### src/rtl/unfold2_pkg.sv
package unfold2_pkg;

    localparam int SAMPLE_W  = 16;
    localparam int COEF_FRAC = 15;
    localparam int PROD_W    = 2 * SAMPLE_W;
    localparam int SCALED_W  = SAMPLE_W + 1;
    localparam int SUM_W     = SAMPLE_W + 2;

    typedef logic signed [SAMPLE_W-1:0] sample_t;
    typedef logic signed [SAMPLE_W-1:0] coef_t;

    typedef struct packed {
        sample_t ev;
        sample_t od;
    } pair_t;

    localparam sample_t SAT_MAX = {1'b0, {(SAMPLE_W-1){1'b1}}};
    localparam sample_t SAT_MIN = {1'b1, {(SAMPLE_W-1){1'b0}}};

    // floor(a*y / 2^FRAC) + x, clipped to the sample range
    function automatic sample_t fb_mac(sample_t x, sample_t y_old, coef_t a);
        logic signed [PROD_W-1:0] prod;
        logic [SCALED_W-1:0]      scaled;
        logic [SUM_W-1:0]         sum;
        prod   = PROD_W'(a) * PROD_W'(y_old);
        scaled = prod[SAMPLE_W+COEF_FRAC-1+1:COEF_FRAC];
        sum    = {scaled[SCALED_W-1], scaled} + {{2{x[SAMPLE_W-1]}}, x};
        if ((&sum[SUM_W-1:SAMPLE_W-1]) || ~(|sum[SUM_W-1:SAMPLE_W-1]))
            return sample_t'(sum[SAMPLE_W-1:0]);
        else if (sum[SUM_W-1])
            return SAT_MIN;
        else
            return SAT_MAX;
    endfunction

endpackage

### src/rtl/unfold2_s2p.sv
module unfold2_s2p
    import unfold2_pkg::*;
(
    input  logic    clk,
    input  logic    rst,
    input  logic    in_valid,
    input  sample_t in_data,
    output logic    blk_valid,
    output pair_t   blk
);
    logic    phase;
    sample_t even_q;

    always_ff @(posedge clk) begin
        if (rst) begin
            phase  <= 1'b0;
            even_q <= '0;
        end else if (in_valid) begin
            phase <= ~phase;
            if (!phase) even_q <= in_data;
        end
    end

    assign blk_valid = in_valid & phase;
    assign blk.ev    = even_q;
    assign blk.od    = in_data;


    phase_toggle_chk: assert property (@(posedge clk) disable iff (rst)
        in_valid |=> (phase != $past(phase)));


    phase_idle_chk: assert property (@(posedge clk) disable iff (rst)
        !in_valid |=> $stable(phase) && $stable(even_q));
endmodule

### src/rtl/unfold2_fb_delay.sv
module unfold2_fb_delay
    import unfold2_pkg::*;
#(
    parameter int DEPTH = 4
) (
    input  logic    clk,
    input  logic    rst,
    input  logic    en,
    input  sample_t d,
    output sample_t q
);
    sample_t taps [DEPTH];

    for (genvar i = 0; i < DEPTH; i++) begin : g_stage
        if (i == 0) begin : g_head
            always_ff @(posedge clk) begin
                if (rst)     taps[0] <= '0;
                else if (en) taps[0] <= d;
            end
        end else begin : g_tail
            always_ff @(posedge clk) begin
                if (rst)     taps[i] <= '0;
                else if (en) taps[i] <= taps[i-1];
            end
        end
    end

    assign q = taps[DEPTH-1];


    taps_hold_chk: assert property (@(posedge clk) disable iff (rst)
        !en |=> $stable(q));
endmodule

### src/rtl/unfold2_core.sv
module unfold2_core
    import unfold2_pkg::*;
#(
    parameter int LAG = 9
) (
    input  logic    clk,
    input  logic    rst,
    input  coef_t   coef,
    input  logic    blk_valid,
    input  pair_t   blk,
    output logic    res_valid,
    output pair_t   res
);
    // odd lag: even lane reads odd history, odd lane reads even history
    localparam int ODD_DEPTH  = (LAG + 1) / 2;
    localparam int EVEN_DEPTH = (LAG - 1) / 2;

    sample_t odd_old, even_old;
    pair_t   nxt;

    assign nxt.ev = fb_mac(blk.ev, odd_old, coef);
    assign nxt.od = fb_mac(blk.od, even_old, coef);

    unfold2_fb_delay #(.DEPTH(ODD_DEPTH)) u_odd_hist (
        .clk(clk), .rst(rst), .en(blk_valid), .d(nxt.od), .q(odd_old)
    );

    unfold2_fb_delay #(.DEPTH(EVEN_DEPTH)) u_even_hist (
        .clk(clk), .rst(rst), .en(blk_valid), .d(nxt.ev), .q(even_old)
    );

    always_ff @(posedge clk) begin
        if (rst) begin
            res_valid <= 1'b0;
            res       <= '0;
        end else begin
            res_valid <= blk_valid;
            if (blk_valid) res <= nxt;
        end
    end


    res_src_chk: assert property (@(posedge clk) disable iff (rst)
        res_valid |-> $past(blk_valid));
endmodule

### src/rtl/unfold2_p2s.sv
module unfold2_p2s
    import unfold2_pkg::*;
(
    input  logic    clk,
    input  logic    rst,
    input  logic    res_valid,
    input  pair_t   res,
    output logic    out_valid,
    output sample_t out_data
);
    logic    pend;
    sample_t odd_hold;

    always_ff @(posedge clk) begin
        if (rst) begin
            pend      <= 1'b0;
            odd_hold  <= '0;
            out_valid <= 1'b0;
            out_data  <= '0;
        end else if (res_valid) begin
            out_data  <= res.ev;
            odd_hold  <= res.od;
            out_valid <= 1'b1;
            pend      <= 1'b1;
        end else if (pend) begin
            out_data  <= odd_hold;
            out_valid <= 1'b1;
            pend      <= 1'b0;
        end else begin
            out_valid <= 1'b0;
        end
    end


    pair_emit_chk: assert property (@(posedge clk) disable iff (rst)
        res_valid |=> out_valid ##1 out_valid);


    out_src_chk: assert property (@(posedge clk) disable iff (rst)
        out_valid |-> ($past(res_valid) || $past(res_valid, 2)));
endmodule

### src/rtl/unfold2_iir.sv
module unfold2_iir
    import unfold2_pkg::*;
#(
    parameter int LAG = 9
) (
    input  logic                clk,
    input  logic                rst,
    input  logic [SAMPLE_W-1:0] coef,
    input  logic                in_valid,
    input  logic [SAMPLE_W-1:0] in_data,
    output logic                out_valid,
    output logic [SAMPLE_W-1:0] out_data
);
    logic    blk_valid, res_valid;
    pair_t   blk, res;
    sample_t out_s;

    unfold2_s2p u_s2p (
        .clk(clk), .rst(rst), .in_valid(in_valid), .in_data(sample_t'(in_data)),
        .blk_valid(blk_valid), .blk(blk)
    );

    unfold2_core #(.LAG(LAG)) u_core (
        .clk(clk), .rst(rst), .coef(coef_t'(coef)), .blk_valid(blk_valid),
        .blk(blk), .res_valid(res_valid), .res(res)
    );

    unfold2_p2s u_p2s (
        .clk(clk), .rst(rst), .res_valid(res_valid), .res(res),
        .out_valid(out_valid), .out_data(out_s)
    );

    assign out_data = out_s;


    reset_quiet_chk: assert property (@(posedge clk)
        rst |=> !out_valid);
endmodule

### config.mk
export PLATFORM = sky130hd
export DESIGN_NAME = unfold2_iir
export DESIGN_NICKNAME = d
export VERILOG_FILES = /design/src/rtl/unfold2_pkg.sv /design/src/rtl/unfold2_s2p.sv /design/src/rtl/unfold2_fb_delay.sv /design/src/rtl/unfold2_core.sv /design/src/rtl/unfold2_p2s.sv /design/src/rtl/unfold2_iir.sv
export SDC_FILE = /design/constraint.sdc
export NUM_CORES = 2
export LEC_CHECK = 0
export ABC_CLOCK_PERIOD_IN_PS = 14900
export BUFFER_PORTS_ARGS = -buffer_cell sky130_fd_sc_hd__clkbuf_2
export CAP_MARGIN = 10
export CORE_AREA = 5 5 317 319
export DETAILED_ROUTE_END_ITERATION = 6
export DIE_AREA = 0 0 322 324
export HOLD_SLACK_MARGIN = 0.12
export PLACE_DENSITY_LB_ADDON = 0.08
export SETUP_SLACK_MARGIN = 0.2
export SLEW_MARGIN = 20
export SYNTH_ARGS = -nofsm -noshare
export SYNTH_HDL_FRONTEND = slang
export SYNTH_SLANG_ARGS = --single-unit
### constraint.sdc
create_clock -name clk -period 14.9 [get_ports clk]
set_input_delay 1.49 -clock clk [delete_from_list [all_inputs] [get_ports clk]]
set_output_delay 1.49 -clock clk [all_outputs]
set_load 0.01 [all_outputs]
### After elaboration in Yosys (flattened, before gate mapping)

Memory sizes are Yosys's and may differ from the RTL's.
Cells that the tools add are included.

* register bits: 84
* memory bits (writable): 144
* bits of input ports: 35
* logic and storage cells: 59
* memories: 2

* add/sub/neg operators: 2
* $mul: 2
* mux-type cells: 23
* bitwise logic cells: 13
* reduce and logical (&&, ||, !) cells: 8

Memories
* u_core.u_odd_hist.taps: words 5, width 16, read ports 5, clocked after memory_dff 0, wr ports 5, line unfold2_fb_delay.sv:12 `sample_t taps [DEPTH];`
* u_core.u_even_hist.taps: words 4, width 16, read ports 4, clocked after memory_dff 0, wr ports 4, line unfold2_fb_delay.sv:12

Operators by type and width (number)
* 2-to-1 mux 16 bit: 15
* multiplier 16 x 16 -> 32 bit: 2
* adder 17 x 16 -> 18 bit: 2
* bitwise OR 1 bit: 9
* 2-to-1 mux 1 bit: 8
* AND reduction 3 bit: 2
* OR reduction 3 bit: 2
* NOT 1 bit: 3
* logical OR 1 bit: 2
* AND reduction 2 bit: 1
* nonzero test 2 bit: 1
* AND 1 bit: 1

### Logic depth before layout (Yosys ltp)

* depth after elaboration: 7
* gate-level depth with buffers: 35

### Cells and area by module

From an unflattened synthesis, not the netlist that was laid out.

* cells, all modules: 2967
* area, all modules: 30096.4 µm²

Modules (own cells, without submodules)
* unfold2_core: instances 1, cells an instance 2426, area each 21911.0 µm², sequential area each 660.6 µm²
* unfold2_fb_delay (u_core.u_odd_hist): instances 1, cells an instance 178, area each 3271.9 µm², sequential area each 2402.3 µm²
* unfold2_fb_delay (u_core.u_even_hist): instances 1, cells an instance 143, area each 2601.2 µm², sequential area each 1921.8 µm²
* unfold2_p2s: instances 1, cells an instance 129, area each 1377.6 µm², sequential area each 680.7 µm²
* unfold2_s2p: instances 1, cells an instance 91, area each 934.6 µm², sequential area each 340.3 µm²

### Worst setup path before layout

No wires, ideal clock.

* path kind: input-to-reg
* start: input port coef[15]
* end: memory u_core.u_even_hist.taps[0][0] (netlist name), data pin
* library setup time: 0.264 ns
* arrival time: 8.472 ns
* required time: 14.636 ns
* slack: 6.164 ns
* stages on the path: 29
* path buffers: 2
* cell sequence: clkbuf_1 -> nand2_1 -> inv_1 -> fa_1 -> fa_1 -> fa_1 -> fa_1 -> fa_1 -> inv_1 -> fa_1 -> inv_1 -> ha_1 -> a21o_1 -> a21o_1 -> a21o_1 -> and2_1 -> a311oi_4 -> inv_1 -> a21oi_1 -> xnor2_1 -> ha_1 -> a21o_1 -> a211o_1 -> o21ai_1 -> o21ai_2 -> or3b_1 -> nand3_1 -> buf_2 -> o21ai_0

RTL lines
* start, declared: line unfold2_iir.sv:8 `input logic [SAMPLE_W-1:0] coef,`
* end, declared: line unfold2_fb_delay.sv:12

==> flow_summary.yaml <==
outcome:
  status: "finished, final reports clean"
die:
  rows: 115
  core_area_sq_mm: 0.09756
  dieHeight_um: 324
  start_util: 0.2970
  die-area_sq_mm: 0.1043
  die_width_um: 322
  num_io_pins: 52
route:
  drt_iter0_drc: 903
  dr.pass1.iters: 5
  dr_total_vias: 19140
  final_antenna_net_count: 0
  wire_per_inst_um: 19.03
  wirelength_mm: 80.01
  avgViaCountPerCell: 4.552
  drc: 0
setup_path:
  worstSetupPathType: "in -> reg"
  crit_required_ns: 15.18
  endpoint_kind: "flip-flop"
  crit_start: "coef[5]"
  cpMaxStageDelayCell: "o311ai_1"
  cp.arrival_ns: 10.64
  cpPeakStageDelay_ns: 0.76
  r2r_start: "u_core.u_even_hist.taps[3][1]$_SDFFCE_PN0P_"
  crit_top_cell: "fa_1"
  reg2reg_slack_ns: 5.14
  path_max_fanout: 32
  worstSetupStartpointType: "input port"
sta:
  slew_violations: 0
  rsz0062_at_grt: "false"
  period_minus_slack_ns: 10.35
  post-route-period-util: 0.6949
  skew_ns: 0.03425
  hold_violations: 0
  slew_headroom: 0.2736
  tightest_slew_ns: 1.090
  clock.fmax_ghz: 0.09659
  setup_violations: 0
  fin_tns_setup_ns: 0
cts:
  cts_buffer_depth: 3
  ctsHoldBuffers: 0
  path_clk_slew_ns: 0.06
  cts-root-buf: "clkbuf_16"
  cts_buffers: 26
  ctsResizeCount: 0
  tritoncts: "yes"
  cts.sinks: 228
  htree_levels: 1
  clkLatencyLatePin_ns: 0.57
  post-cts-setup-buffers: 0
synth:
  synth_ff_type: "edfxtp_1"
  synth_edf_count: 144
  ys_seq_area_frac: 0.2073
  syn_nets: 3682
  synth-async-reset-ratio: 0
  netlist_instances: 2927
  synth_area_leader_cell: "fa_1"
  synth_most_common_cell: "inv_1"
  ys_ff_latch: 228
  syn_area_sq_mm: 0.02898
  synth.area.top_cells: "fa_1 36%, edfxtp_1 15%, ha_1 8.5%, and2_1 7.6%, inv_1 7.6%"
  yosysTopAreaCellShare: 0.3620
  avgSynthCellArea_sq_um: 9.900
  synth_warnings: 0
  netlist_top_cells_count: "585 x inv_1, 524 x fa_1, 354 x and2_1"
  ys_types: 67
global_routing:
  globalRoute.totalOverflow: 0
  grt_max_degree: 81
  grt_first_pass_wirelength_mm: 128.4
  grt_pass1_vias: 21270
  track_usage: 0.1575
  antenna_found_initial: 0
placed_design:
  place.gp.congestion: 0.7949
  io_buffer_count: 51
  place_hpwl_mm: 61.50
run:
  drv_cap: 0
worst_hold_path:
  holdCritStartpoint: "u_core.res[31]$_SDFFE_PP0P_"
  hold_path_class: "reg -> reg"
cells_and_area:
  drive_gt1_frac: 0.05007
  area_growth_pct: 8.476
  num-nets-final: 3651
per-stage QoR:
stage	worst slack [ns]	hold slack, ns	std cells	cell area (sq um)	util
2_1_floorplan	6.164	0.4260	2927	28980	-
3_3_place_gp	3.805	0.4446	4155	30510	0.3127
3_5_place_dp	3.616	0.4488	4155	30510	0.3128
4_1_cts	4.213	0.4688	4203	31420	0.3221
5_1_grt	3.853	0.4794	4203	31430	0.3222
6_report	4.547	0.4643	4204	31430	0.3222
worst max-delay path, delay by kind of cell:
family | cells | cell delay, ns
AOI/OAI and AO/OA | 13 | 4.07
adders and majority gates | 8 | 3.57
and+or+nand+nor | 3 | 0.68
buffers and inverters | 3 | 0.60
xor gates and xnor gates | 1 | 0.16
layout make-up:
| cell class | instances | area, sq um |
|---|---|---|
| Antenna cell | 1 | 2.502 |
| Clock buffer | 37 | 795.8 |
| Clock inverter | 11 | 115.1 |
| Fill cell | 10180 | 66120 |
| Inverter | 585 | 2201 |
| Multi-Input combinational cell | 1985 | 20300 |
| Sequential cell | 228 | 6007 |
| Tap cell | 1287 | 1610 |
| Timing Repair Buffer | 70 | 400.4 |
cells by family after synthesis:
| group | after synthesis | synth area share |
|---|---|---|
| and+or+nand+nor | 868 | 0.1495 |
| adders and majority gates | 720 | 0.4466 |
| buffers and inverters | 714 | 0.09301 |
| AOI/OAI and AO/OA | 284 | 0.06796 |
| DFF | 228 | 0.2073 |
| xor gates and xnor gates | 79 | 0.02388 |
| muxes | 34 | 0.01174 |
cell usage in the layout, fill, tap and decap left out, types with 10 or more instances in the layout:
| master | synthesis | layout |
|---|---|---|
| o311ai_0 | 11 | 11 |
| ha_1 | 196 | 196 |
| a21oi_1 | 91 | 90 |
| fa_1 | 524 | 524 |
| mux2i_1 | 34 | 34 |
| nor2_1 | 109 | 109 |
| clkbuf_16 | 0 | 28 |
| edfxtp_1 | 144 | 144 |
| nand2b_1 | 26 | 26 |
| clkbuf_2 | 0 | 51 |
| a21o_1 | 27 | 27 |
| xor2_1 | 26 | 26 |
| xnor2_1 | 53 | 53 |
| buf_4 | 0 | 19 |
| o31ai_1 | 17 | 17 |
| dfxtp_1 | 84 | 83 |
| nand2_1 | 326 | 326 |
| and2_1 | 354 | 354 |
| o21a_1 | 11 | 11 |
| o21ai_0 | 39 | 39 |
| o211ai_1 | 20 | 20 |
| nand3_1 | 11 | 10 |
| inv_1 | 585 | 583 |
worst paths after layout:
kind	cells after the start	to
max	28	u_core.u_odd_hist.taps[0][2]$_SDFFCE_PN0P_
min	1	u_core.res[31]$_SDFFE_PP0P_
max reg2reg	26	u_core.u_odd_hist.taps[0][2]$_SDFFCE_PN0P_
min reg2reg	1	u_core.res[31]$_SDFFE_PP0P_
metal layers:
layer / wire [um] / share of wire / global-route usage / vias up
met5: 0 / 0 / 0 / -
met4: 982 / 0.012 / 0.02075 / 0
met3: 2290 / 0.029 / 0.01217 / 60
met2: 38880 / 0.49 / 0.2720 / 255
met1: 37860 / 0.47 / 0.2238 / 9913
li1: - / - / - / 8909
state kept, by name, indices dropped and copies added, names as in the netlist:
signal,cells
u_core.res,32
u_p2s.out_valid,1
u_core.u_even_hist.taps,64
u_p2s.pend,1
u_core.u_odd_hist.taps,80
u_p2s.out_data,16
u_s2p.even_q,16
u_s2p.phase,1
u_core.res_valid,1
u_p2s.odd_hold,16
Power is left out: the tool's default activity adds up to more than one toggle a clock period on the data nets, which glitch-free logic cannot reach.
